===== src/rtl/pis_pkg.sv =====
package pis_pkg;

  localparam logic [7:0] NO_BIT = 8'hFF;

  typedef enum logic { S_IDLE, S_RUN } seq_state_e;

  localparam logic [1:0] STEP_FIRST = 2'd0;
  localparam logic [1:0] STEP_MID   = 2'd1;
  localparam logic [1:0] STEP_LAST  = 2'd2;

  // 8-bit field d of a packed map (island 0 in the low byte)
  function automatic logic [7:0] map_field(logic [255:0] m, int unsigned d);
    return 8'(m >> (8 * d));
  endfunction

  // Bit i of a vector, zero-extended to 256 bits
  function automatic logic bit_at(logic [255:0] v, logic [7:0] i);
    return 1'(v >> i);
  endfunction

endpackage


===== src/rtl/pis_pick.sv =====
module pis_pick #(
  parameter int ND = 4,
  parameter int DW = 2
) (
  input  logic          enable,
  input  logic [ND-1:0] valid,
  input  logic [ND-1:0] up,
  input  logic [ND-1:0] state_up,
  output logic          hit,
  output logic [DW-1:0] idx,
  output logic          dir_up,
  output logic          match
);

  // Scan from the top so that the lowest index is written last and wins.
  always_comb begin
    hit    = 1'b0;
    idx    = '0;
    dir_up = 1'b0;
    match  = 1'b0;
    for (int d = ND - 1; d >= 0; d--) begin
      if (enable && valid[d]) begin
        hit    = 1'b1;
        idx    = DW'(d);
        dir_up = up[d];
        match  = (up[d] == state_up[d]);
      end
    end
  end

endmodule


===== src/rtl/pis_gap_timer.sv =====
module pis_gap_timer #(
  parameter int W = 4
) (
  input  logic         clk,
  input  logic         rst_n,
  input  logic         load,
  input  logic [W-1:0] load_val,
  output logic         expired
);

  logic [W-1:0] cnt;

  always_ff @(posedge clk or negedge rst_n) begin
    if (!rst_n)          cnt <= '0;
    else if (load)       cnt <= load_val;
    else if (cnt != '0)  cnt <= cnt - 1'b1;
  end

  assign expired = (cnt == '0);

  // a loaded gap is counted from its full value
  assert_gap_loaded_R5: assert property (@(posedge clk) disable iff (!rst_n)
    load |=> (cnt == $past(load_val)));

endmodule


===== src/rtl/pis_ctrl_bank.sv =====
module pis_ctrl_bank
  import pis_pkg::*;
#(
  parameter int ND = 4,
  parameter int DW = 2,
  parameter int PW = 8,
  parameter int IW = 8,
  parameter int RW = 32,
  parameter logic [8*ND-1:0] PWR_MAP = '0,
  parameter logic [8*ND-1:0] ISO_MAP = '0,
  parameter logic [8*ND-1:0] RST_MAP = '0,
  parameter logic [PW-1:0]   PWR_INIT = '0
) (
  input  logic          clk,
  input  logic          rst_n,
  input  logic          apply,
  input  logic [DW-1:0] dom,
  input  logic          dir_up,
  input  logic [1:0]    step,
  output logic [PW-1:0] sw_off,
  output logic [IW-1:0] clamp_n,
  output logic [RW-1:0] unit_rst_n
);

  function automatic logic starts_off(int unsigned d);
    return bit_at(256'(PWR_INIT), map_field(256'(PWR_MAP), d));
  endfunction

  function automatic logic [IW-1:0] clamp_reset_value();
    logic [IW-1:0] v;
    v = '1;
    for (int unsigned d = 0; d < ND; d++)
      for (int b = 0; b < IW; b++)
        if (map_field(256'(ISO_MAP), d) == 8'(b) && starts_off(d)) v[b] = 1'b0;
    return v;
  endfunction

  function automatic logic [RW-1:0] rst_reset_value();
    logic [RW-1:0] v;
    v = '1;
    for (int unsigned d = 0; d < ND; d++)
      for (int b = 0; b < RW; b++)
        if (map_field(256'(RST_MAP), d) == 8'(b) && starts_off(d)) v[b] = 1'b0;
    return v;
  endfunction

  localparam logic [IW-1:0] CLAMP_INIT = clamp_reset_value();
  localparam logic [RW-1:0] RSTL_INIT  = rst_reset_value();

  logic [7:0]    sel_p, sel_i, sel_r;
  logic [PW-1:0] off_nx;
  logic [IW-1:0] cl_nx;
  logic [RW-1:0] rs_nx;

  // Bit numbers of the island being stepped
  always_comb begin
    sel_p = NO_BIT;
    sel_i = NO_BIT;
    sel_r = NO_BIT;
    for (int unsigned d = 0; d < ND; d++) begin
      if (dom == DW'(d)) begin
        sel_p = map_field(256'(PWR_MAP), d);
        sel_i = map_field(256'(ISO_MAP), d);
        sel_r = map_field(256'(RST_MAP), d);
      end
    end
  end

  // One control bit moves per applied step; an unmapped bit matches nothing.
  always_comb begin
    off_nx = sw_off;
    cl_nx  = clamp_n;
    rs_nx  = unit_rst_n;
    if (apply) begin
      if (!dir_up) begin
        if (step == STEP_FIRST) begin
          for (int b = 0; b < IW; b++) if (sel_i == 8'(b)) cl_nx[b] = 1'b0;
        end else if (step == STEP_MID) begin
          for (int b = 0; b < RW; b++) if (sel_r == 8'(b)) rs_nx[b] = 1'b0;
        end else begin
          for (int b = 0; b < PW; b++) if (sel_p == 8'(b)) off_nx[b] = 1'b1;
        end
      end else begin
        if (step == STEP_FIRST) begin
          for (int b = 0; b < PW; b++) if (sel_p == 8'(b)) off_nx[b] = 1'b0;
        end else if (step == STEP_MID) begin
          for (int b = 0; b < RW; b++) if (sel_r == 8'(b)) rs_nx[b] = 1'b1;
        end else begin
          for (int b = 0; b < IW; b++) if (sel_i == 8'(b)) cl_nx[b] = 1'b1;
        end
      end
    end
  end

  always_ff @(posedge clk or negedge rst_n) begin
    if (!rst_n) begin
      sw_off     <= PWR_INIT;
      clamp_n    <= CLAMP_INIT;
      unit_rst_n <= RSTL_INIT;
    end else begin
      sw_off     <= off_nx;
      clamp_n    <= cl_nx;
      unit_rst_n <= rs_nx;
    end
  end

  // never more than one control line moves on an edge
  assert_one_change_R5: assert property (@(posedge clk) disable iff (!rst_n)
    $countones({sw_off, clamp_n, unit_rst_n} ^ $past({sw_off, clamp_n, unit_rst_n})) <= 1);

  // Per-island ordering checks
  for (genvar d = 0; d < ND; d++) begin : g_order
    localparam logic [7:0] P = map_field(256'(PWR_MAP), d);
    localparam logic [7:0] I = map_field(256'(ISO_MAP), d);
    localparam logic [7:0] R = map_field(256'(RST_MAP), d);

    if (I != NO_BIT) begin : g_iso
      assert_clamp_before_cut_R3: assert property (@(posedge clk) disable iff (!rst_n)
        $rose(sw_off[P]) |-> !clamp_n[I]);
      assert_clamp_release_powered_R4: assert property (@(posedge clk) disable iff (!rst_n)
        $rose(clamp_n[I]) |-> !sw_off[P]);
    end
    if (R != NO_BIT) begin : g_rst
      assert_reset_before_cut_R3: assert property (@(posedge clk) disable iff (!rst_n)
        $rose(sw_off[P]) |-> !unit_rst_n[R]);
      assert_release_after_power_R4: assert property (@(posedge clk) disable iff (!rst_n)
        $rose(unit_rst_n[R]) |-> !sw_off[P]);
    end
    if (I != NO_BIT && R != NO_BIT) begin : g_both
      assert_reset_after_clamp_R3: assert property (@(posedge clk) disable iff (!rst_n)
        $fell(unit_rst_n[R]) |-> !clamp_n[I]);
      assert_clamp_after_release_R4: assert property (@(posedge clk) disable iff (!rst_n)
        $rose(clamp_n[I]) |-> unit_rst_n[R]);
    end
  end

endmodule


===== src/rtl/pwr_island_seq.sv =====
module pwr_island_seq
  import pis_pkg::*;
#(
  parameter int ND    = 4,
  parameter int PW    = 8,
  parameter int IW    = 8,
  parameter int RW    = 32,
  parameter int GAP_W = 4,
  parameter logic [8*ND-1:0] PWR_MAP  = 32'h00_01_02_03,
  parameter logic [8*ND-1:0] ISO_MAP  = 32'h02_FF_01_00,
  parameter logic [8*ND-1:0] RST_MAP  = 32'hFF_14_12_10,
  parameter logic [PW-1:0]   PWR_INIT = 8'h04
) (
  input  logic             clk,
  input  logic             rst_n,
  input  logic [GAP_W-1:0] step_gap,
  input  logic [ND-1:0]    req_valid,
  input  logic [ND-1:0]    req_up,
  output logic [ND-1:0]    req_ready,
  output logic [ND-1:0]    dom_up,
  output logic [PW-1:0]    sw_off,
  output logic [IW-1:0]    clamp_n,
  output logic [RW-1:0]    unit_rst_n
);

  localparam int DW = (ND > 1) ? $clog2(ND) : 1;

  function automatic logic [ND-1:0] status_reset_value();
    logic [ND-1:0] v;
    v = '0;
    for (int unsigned d = 0; d < ND; d++)
      v[d] = !bit_at(256'(PWR_INIT), map_field(256'(PWR_MAP), d));
    return v;
  endfunction

  localparam logic [ND-1:0] UP_INIT = status_reset_value();

  seq_state_e    state;
  logic [DW-1:0] cur_dom;
  logic          cur_up;
  logic [1:0]    step_q;
  logic [ND-1:0] ack_q;

  logic          pick_en, pick_hit, pick_dir, pick_match;
  logic [DW-1:0] pick_idx;
  logic          gap_done, gap_load;
  logic          apply;
  logic [DW-1:0] a_dom;
  logic          a_up;
  logic [1:0]    a_step;
  logic [ND-1:0] cur_oh;

  // No new grant while an acknowledge is out, so a held valid is not served twice.
  assign pick_en = (state == S_IDLE) && (ack_q == '0);

  pis_pick #(.ND(ND), .DW(DW)) u_pick (
    .enable   (pick_en),
    .valid    (req_valid),
    .up       (req_up),
    .state_up (dom_up),
    .hit      (pick_hit),
    .idx      (pick_idx),
    .dir_up   (pick_dir),
    .match    (pick_match)
  );

  pis_gap_timer #(.W(GAP_W)) u_gap (
    .clk      (clk),
    .rst_n    (rst_n),
    .load     (gap_load),
    .load_val (step_gap),
    .expired  (gap_done)
  );

  always_comb begin
    apply    = 1'b0;
    gap_load = 1'b0;
    a_dom    = cur_dom;
    a_up     = cur_up;
    a_step   = step_q;
    if (state == S_IDLE) begin
      if (pick_hit && !pick_match) begin
        apply    = 1'b1;
        gap_load = 1'b1;
        a_dom    = pick_idx;
        a_up     = pick_dir;
        a_step   = STEP_FIRST;
      end
    end else if (gap_done) begin
      apply    = 1'b1;
      gap_load = (step_q != STEP_LAST);
    end
  end

  pis_ctrl_bank #(
    .ND(ND), .DW(DW), .PW(PW), .IW(IW), .RW(RW),
    .PWR_MAP(PWR_MAP), .ISO_MAP(ISO_MAP), .RST_MAP(RST_MAP), .PWR_INIT(PWR_INIT)
  ) u_bank (
    .clk        (clk),
    .rst_n      (rst_n),
    .apply      (apply),
    .dom        (a_dom),
    .dir_up     (a_up),
    .step       (a_step),
    .sw_off     (sw_off),
    .clamp_n    (clamp_n),
    .unit_rst_n (unit_rst_n)
  );

  assign cur_oh = ND'(1) << cur_dom;

  always_ff @(posedge clk or negedge rst_n) begin
    if (!rst_n) begin
      state   <= S_IDLE;
      cur_dom <= '0;
      cur_up  <= 1'b0;
      step_q  <= STEP_FIRST;
      ack_q   <= '0;
      dom_up  <= UP_INIT;
    end else begin
      ack_q <= '0;
      unique case (state)
        S_IDLE: begin
          if (pick_hit) begin
            if (pick_match) begin
              ack_q <= ND'(1) << pick_idx;
            end else begin
              cur_dom <= pick_idx;
              cur_up  <= pick_dir;
              step_q  <= STEP_MID;
              state   <= S_RUN;
            end
          end
        end
        S_RUN: begin
          if (gap_done) begin
            if (step_q == STEP_LAST) begin
              ack_q  <= cur_oh;
              dom_up <= cur_up ? (dom_up | cur_oh) : (dom_up & ~cur_oh);
              state  <= S_IDLE;
            end else begin
              step_q <= step_q + 2'd1;
            end
          end
        end
        default: state <= S_IDLE;
      endcase
    end
  end

  assign req_ready = ack_q;

  // a single island is acknowledged at a time
  assert_ack_onehot_R7: assert property (@(posedge clk) disable iff (!rst_n)
    $onehot0(req_ready));

  // status moves only together with an acknowledge
  assert_status_on_ack_R7: assert property (@(posedge clk) disable iff (!rst_n)
    !$stable(dom_up) |-> (|req_ready));

  // an acknowledge answers a live request
  assert_ack_has_request_R9: assert property (@(posedge clk) disable iff (!rst_n)
    (|req_ready) |-> (|(req_ready & req_valid)));

  // controls hold still while the settle gap runs
  assert_gap_hold_R5: assert property (@(posedge clk) disable iff (!rst_n)
    (state == S_RUN && !gap_done) |=>
      ($stable(sw_off) && $stable(clamp_n) && $stable(unit_rst_n)));

  // a request for the present state is acknowledged with nothing moved
  assert_match_quiet_R8: assert property (@(posedge clk) disable iff (!rst_n)
    (pick_en && pick_hit && pick_match) |=>
      ($stable(sw_off) && $stable(clamp_n) && $stable(unit_rst_n) &&
       $stable(dom_up) && (|req_ready)));

endmodule


===== config.mk =====
export PLATFORM = sky130hd
export DESIGN_NAME = pwr_island_seq
export DESIGN_NICKNAME = d
export VERILOG_FILES = /design/src/rtl/pis_pkg.sv /design/src/rtl/pis_pick.sv /design/src/rtl/pis_gap_timer.sv /design/src/rtl/pis_ctrl_bank.sv /design/src/rtl/pwr_island_seq.sv
export SDC_FILE = /design/constraint.sdc
export NUM_CORES = 1
export LEC_CHECK = 0
export BUFFER_PORTS_ARGS = -buffer_cell sky130_fd_sc_hd__clkbuf_2
export CAP_MARGIN = 20
export CORE_UTILIZATION = 50
export CTS_BUF_LIST = sky130_fd_sc_hd__clkbuf_8
export CTS_CLUSTER_SIZE = 24
export DETAILED_ROUTE_END_ITERATION = 12
export GPL_ROUTABILITY_DRIVEN = 0
export PLACE_DENSITY = 0.8
export SYNTH_ARGS = -nofsm -noshare
export SYNTH_HDL_FRONTEND = slang
export SYNTH_SLANG_ARGS = --single-unit

===== constraint.sdc =====
create_clock -name clk -period 5 [get_ports clk]
set_clock_uncertainty 0.15 [all_clocks]
set_input_delay 0.25 -clock clk [delete_from_list [all_inputs] [get_ports clk]]
set_output_delay 0.25 -clock clk [all_outputs]
set_load 0.01 [all_outputs]

* Word level (Yosys, flattened, before mapping)
Index checks and enable logic that the tools add are counted.
** Cells by class
- Add/subtract/negate cells :: 2
- Equality and inequality tests :: 71
- Shift-type cells :: 2
- Multiplexer cells :: 166
- Bitwise operators :: 6
- Reduce and logical (&&, ||, !) cells :: 92
** Operators by type and width (count)
- $mux W32 :: 5
- $mux W8 :: 20
- $reduce_and A4 Y1 :: 33
- $eq A8 B5 Y1 const B :: 16
- $mux W1 :: 119
- $eq A8 B3 Y1 const B :: 12
- $reduce_and A6 Y1 :: 16
- $eq A8 B4 Y1 const B :: 8
- $reduce_bool A2 Y1 :: 26
- $eq A8 B2 Y1 const B :: 6
- $mux W4 :: 7
- $ne A2 B2 Y1 const B :: 14
- $eq A8 B1 Y1 const B :: 3
- $logic_not A8 Y1 :: 3
- $mux W2 :: 12
- $logic_not A4 Y1 :: 2
- $pmux W4 S2 :: 1
- $shl A1 B2 Y4 const A :: 2
- $eq A2 B2 Y1 const B :: 3
- $logic_and A1 B1 Y1 :: 6
- $ne A2 B1 Y1 const B :: 3
- $reduce_and A3 Y1 :: 2
- $and A4 B4 Y4 :: 1
- $eq A1 B1 Y1 :: 4
- 11 further kinds :: 15
** Storage, ports and cells
- Register bits after elaboration :: 66
- Input bits :: 14
- Output and inout port bits :: 56
- Logic and storage cells :: 394

* Logic depth before layout (Yosys ltp)
- Depth after elaboration :: 21
- Depth in mapped cells :: 12
- Gate-level depth less buffers :: 10

* Modules after synthesis
Synthesis repeated with hierarchy kept, for this count alone.
** Second synthesis, totals
- Cells, all modules :: 201
- Area total of the unflattened synthesis :: 1944.4 µm²
** Modules (own cells, without submodules)
- pis_ctrl_bank :: instances 1, cells an instance 90, area an instance 870.8 µm², sequential area each 360.3 µm²
- pwr_island_seq :: instances 1, cells an instance 66, area an instance 690.7 µm², sequential area each 354.1 µm²
- pis_gap_timer :: instances 1, cells an instance 22, area an instance 234.0 µm², sequential area each 100.1 µm²
- pis_pick :: instances 1, cells an instance 23, area an instance 148.9 µm², sequential area each 0.0 µm²

* Worst setup path before layout
Ideal clock, no wire load.
- Path type :: register to register
- From :: reg ack_q[1], in the netlist req_ready[1]
- To :: reg u_bank.clamp_n[1]
- Library setup time :: 125 ps
- Data arrival time :: 3129 ps
- Setup slack :: 1596 ps
- Stages on the path, launching flop included :: 11
- Path buffers :: 2
- Cell sequence :: dfrtp_1 > or4_4 > or2_4 > nor4_1 > buf_2 > clkbuf_1 > nor2_1 > ha_1 > o32a_4 > a21oi_1 > mux2_2
** On the way
- Word-level cells in the longest chain between the ends :: 19
- Elaborated cells on any way between the ends :: 50
- Those cells by class :: eq/ne: 7; mux: 29; reduce/logical: 14
** Ends and longest elaborated chain
- start, declared :: line pwr_island_seq.sv:42 : logic [ND-1:0] ack_q;
- start signal, assigned :: line pwr_island_seq.sv:126 : ack_q <= ND'(1) << pick_idx;
- start signal, assigned :: line pwr_island_seq.sv:138 : ack_q <= cur_oh;
- $logic_not A4 Y1 * :: line pwr_island_seq.sv:54 : assign pick_en = (state == S_IDLE) && (ack_q == '0);
- $logic_and A1 B1 Y1 * :: line pwr_island_seq.sv:54
- $logic_and A1 B1 Y1 :: line pis_pick.sv:22 : if (enable && valid[d]) begin
- $mux W1 (4 in series) :: line pis_pick.sv:22
- $logic_not A1 Y1 :: line pwr_island_seq.sv:82 : if (pick_hit && !pick_match) begin
- $logic_and A1 B1 Y1 :: line pwr_island_seq.sv:82
- $mux W2 :: line pwr_island_seq.sv:82
- $mux W2 :: line pwr_island_seq.sv:81 : if (state == S_IDLE) begin
- $logic_not A2 Y1 :: line pis_ctrl_bank.sv:61 : if (dom == DW'(d)) begin
- $mux W8 (4 in series) :: line pis_ctrl_bank.sv:61
- $eq A8 B1 Y1 :: line pis_ctrl_bank.sv:77, pis_ctrl_bank.sv:89
- $reduce_bool A2 Y1 (no source line)
- $reduce_and A6 Y1 (no source line)
- end signal, assigned :: line pis_ctrl_bank.sv:102 : clamp_n <= cl_nx;
- end, declared :: line pis_ctrl_bank.sv:21 : output logic [IW-1:0] clamp_n,
Every way passes the cells marked *; elsewhere a longest branch is shown, timed or not.
A chain may end at the register's enable or synchronous reset.

* Final worst setup path
- From :: reg state
- To :: reg u_bank.clamp_n[1]
** On the way
- Word-level cells in the longest chain between the ends :: 19
- Elaborated cells on any way between the ends :: 50
- Those cells by class :: eq/ne: 7; mux: 29; bitwise: 1; reduce/logical: 13
** Ends and longest elaborated chain
- start, declared :: line pwr_island_seq.sv:38 : seq_state_e state;
- start signal, assigned :: line pwr_island_seq.sv:114 : state <= S_IDLE;
- start signal, assigned :: line pwr_island_seq.sv:131 : state <= S_RUN;
- start signal, assigned :: line pwr_island_seq.sv:140 : state <= S_IDLE;
- $not A1 Y1 (no source line)
- $logic_and A1 B1 Y1 :: line pwr_island_seq.sv:54
- $logic_and A1 B1 Y1 :: line pis_pick.sv:22
- $mux W1 (4 in series) :: line pis_pick.sv:22
- $logic_not A1 Y1 :: line pwr_island_seq.sv:82
- $logic_and A1 B1 Y1 :: line pwr_island_seq.sv:82
- $mux W2 :: line pwr_island_seq.sv:82
- $mux W2 :: line pwr_island_seq.sv:81
- $logic_not A2 Y1 :: line pis_ctrl_bank.sv:61
- $mux W8 (4 in series) :: line pis_ctrl_bank.sv:61
- $eq A8 B1 Y1 :: line pis_ctrl_bank.sv:77, pis_ctrl_bank.sv:89
- $reduce_bool A2 Y1 (no source line)
- $reduce_and A6 Y1 (no source line)
Parallel ways exist; a longest one is shown, timed or not.

==> flow_metrics.env <==
export IMPL_path_class="reg2reg"
export IMPL_crit_family="simple AND/OR/NAND/NOR gates"
export IMPL_path_cells="or4_4 > or2_4 > nor4_2 > buf_4 > mux2_2 > inv_2 > ha_1 > o32a_4 > a21oi_1 > mux2_2"
export IMPL_power_frac_clock_pct=18.9
export IMPL_yosys_warnings=0
export IMPL_finalCritPeriodShare_pct=68.7
export IMPL_cts_root_buf="clkbuf_8"
export IMPL_powerDensity_mw_per_mm2=486
export IMPL_cp_max_fo=20
export IMPL_antenna_found_initial=0
export IMPL_maxSlewViolCount=0
export IMPL_ys_seq_elements=32
export IMPL_core_area_mm2=0.00374
export IMPL_run_status="completed"
export IMPL_synth_top_cell_area_share_pct=26.2
export IMPL_whs_ns=0.0590
export IMPL_syn_avg_cell_area_um2=9.30
export IMPL_routed_via_density=5.14
export IMPL_synth_top_cells_by_area="dfrtp_1 26%, dfstp_2 14%, buf_4 13%"
export IMPL_grt_overflow=0
export IMPL_seq_power_share_pct=39.4
export IMPL_grt_max_degree=33
export IMPL_swShare_pct=39.7
export IMPL_grt_first_pass_wirelength_um=6270
export IMPL_pwr_share_comb_pct=41.7
export IMPL_critPathBufInv=2
export IMPL_synth_edff_count=0
export IMPL_cp_end_kind="register"
export IMPL_route_detailed_wl_per_inst_um=13.0
export IMPL_die_x_um=65.4
export IMPL_clock_sinks=32
export IMPL_ff2ff_setup_slack_ns=1.57
export IMPL_setup_viol=0
export IMPL_drc=0
export IMPL_synthArstFlopShare_pct=100
export IMPL_rsz0062_at_grt="no"
export IMPL_synth_cell_types=44
export IMPL_fin_cells=299
export IMPL_die_h_um=65.4
export IMPL_syn_to_final_growth_pct=9.66
export IMPL_relSlewSlack_pct=49.6
export IMPL_start_util_pct=53.6
export IMPL_cap_violations=0
export IMPL_p_int_mw=0.646
export IMPL_ios=70
export IMPL_dr_first_iter_drc_count=47
export IMPL_p_switching_mw=0.424
export IMPL_cts_made_buffers=5
export IMPL_place_area_mm2=0.00210
export IMPL_critPathMostFrequentCell="mux2_2"
export IMPL_dieArea_mm2=0.00427
export IMPL_crit_required_ns=5.03
export IMPL_grt_util_all_layers_pct=19.8
export IMPL_final_area_mm2=0.00220
export IMPL_path_clk_slew_ns=0.07
export IMPL_synth_most_common_cell="buf_4"
export IMPL_netlist_top_cells_count="34 x buf_4, 21 x dfrtp_1, 20 x nor2_1"
export IMPL_nets=268
export IMPL_final_layout_size_suffix_gt1_share_pct=33.1
export IMPL_cp_arrival_ns=3.46
export IMPL_cts_tree="done"
export IMPL_n_antenna_cell=0
export IMPL_hp_class="in2reg"
export IMPL_finalPower_mw=1.07
export IMPL_ys_flop_type="dfrtp_1"
export IMPL_yosysSeqAreaShare_pct=40.6
export IMPL_synthCells=216
export IMPL_cpMaxStageDelayCell="or4_4"
export IMPL_ctsHtreeMaxLevel=2
export IMPL_hpwl_um=2870
export IMPL_numPortBuffers=41
export IMPL_max_freq_mhz=291
export IMPL_p_leak_nw=1.05
export IMPL_vias=1538
export IMPL_drt_total_wl_um=3890
export IMPL_ant_nets=0
export IMPL_final_hold_violation_count=0
export IMPL_tns_ns=0
export IMPL_ir_drop_mv=0.282
export IMPL_clk_latency_ns=0.29
export IMPL_placed_cells=290
export IMPL_grt_pass1_vias=1398
export IMPL_syn_area_mm2=0.00201
export IMPL_worst_pin_slew_ns=0.755
export IMPL_cts_buffer_depth=2
export IMPL_yosysTopAreaCell="dfrtp_1"
export IMPL_fin_crit_ns=3.43
export IMPL_start_kind="register"
export IMPL_cpPeakStageDelay_ns=0.56
export IMPL_fp_row_count=22
export IMPL_dr_pass1_iters=4
export IMPL_cts_setup_buffers=0
[per-layer routing]
layer / vias to the layer above / wire length, um / global-route usage (%)
li1: 753 / - / -
met3: 8 / 215 / 6.94
met5: - / 0 / 0
met4: 0 / 82 / 11.4
met1: 722 / 1700 / 22.9
met2: 55 / 1890 / 31.6
[worst paths after layout]
check | startpoint | endpoint | cells past startpoint
min | step_gap[0] | u_gap.cnt[0] | 2
min in group asynchronous | rst_n | u_bank.clamp_n[1] | 2
min reg2reg | u_bank.clamp_n[3] | u_bank.clamp_n[3] | 0
max | state | u_bank.clamp_n[1] | 10
max in group asynchronous | rst_n | req_ready[3] | 2
max reg2reg | state | u_bank.clamp_n[1] | 10
[layout make-up]
| class | instances | area (um2) |
|---|---|---|
| Fill cell | 339 | 1540 |
| Inverter | 7 | 26.3 |
| Multi-Input combinational cell | 161 | 985 |
| Timing Repair Buffer | 43 | 223 |
| Tap cell | 48 | 60.1 |
| Clock buffer | 6 | 82.6 |
| Sequential cell | 32 | 815 |
| Clock inverter | 2 | 11.3 |
[power by group through the flow]
| stage | registers (mW) | clock network (mW) | logic [mW] |
|---|---|---|---|
| 6_report | 0.422 | 0.202 | 0.446 |
| 5_1_grt | 0.431 | 0.220 | 0.499 |
| 4_1_cts | 0.421 | 0.209 | 0.445 |
| 3_5_place_dp | 0.425 | 0 | 0.441 |
| 3_3_place_gp | 0.423 | 0 | 0.430 |
| 2_1_floorplan | 0.413 | 0 | 0.354 |
[placed cells by master, fill, tap and decap left out, drive strengths merged, types with 2 or more instances in the layout]
cell / Yosys / final
xnor2: 2 / 2
nor3: 8 / 8
o211ai: 2 / 2
xor2: 3 / 3
clkbuf: 8 / 47
nand2b: 4 / 4
dfstp: 11 / 11
nor3b: 2 / 2
inv: 7 / 8
nand3: 5 / 5
a21oi: 12 / 12
or4: 2 / 2
nor2: 20 / 20
nand2: 13 / 13
o31a: 2 / 2
mux2: 13 / 13
o22ai: 2 / 2
o21bai: 3 / 3
a31oi: 4 / 4
dfrtp: 21 / 21
o21ai: 12 / 12
conb: 1 / 28
ha: 4 / 4
or3: 2 / 2
nor2b: 2 / 2
and2: 2 / 2
or2: 2 / 2
[metrics by stage]
step / util [%] / setup slack (ns)
final: 58.8 / 1.57
after global routing: 58.8 / 1.35
after CTS: 58.8 / 1.56
after detailed placement: 56.0 / 1.57
after global placement: 56.0 / 1.61
after floorplan: - / 1.60
[repair_timing]
item                      in CTS  in global routing
gates resized for setup        0                  0
hold endpoints to repair      21                  0
hold buffers                   1                  0
[cell families (layout without fill, tap and decap cells)]
kind of cell / after synthesis / after routing / share of synthesized area, %
and+or+nand+nor: 65 / 65 / 16.2
adders and majority gates: 4 / 4 / 2.49
muxes: 13 / 13 / 7.29
AOI/OAI and AO/OA: 46 / 46 / 15.3
buffers and inverters: 50 / 58 / 15.8
other: 1 / 28 / 0.187
DFF: 32 / 32 / 40.6
xor gates and xnor gates: 5 / 5 / 2.18
No activity file was read; power rests on OpenSTA's default activity.
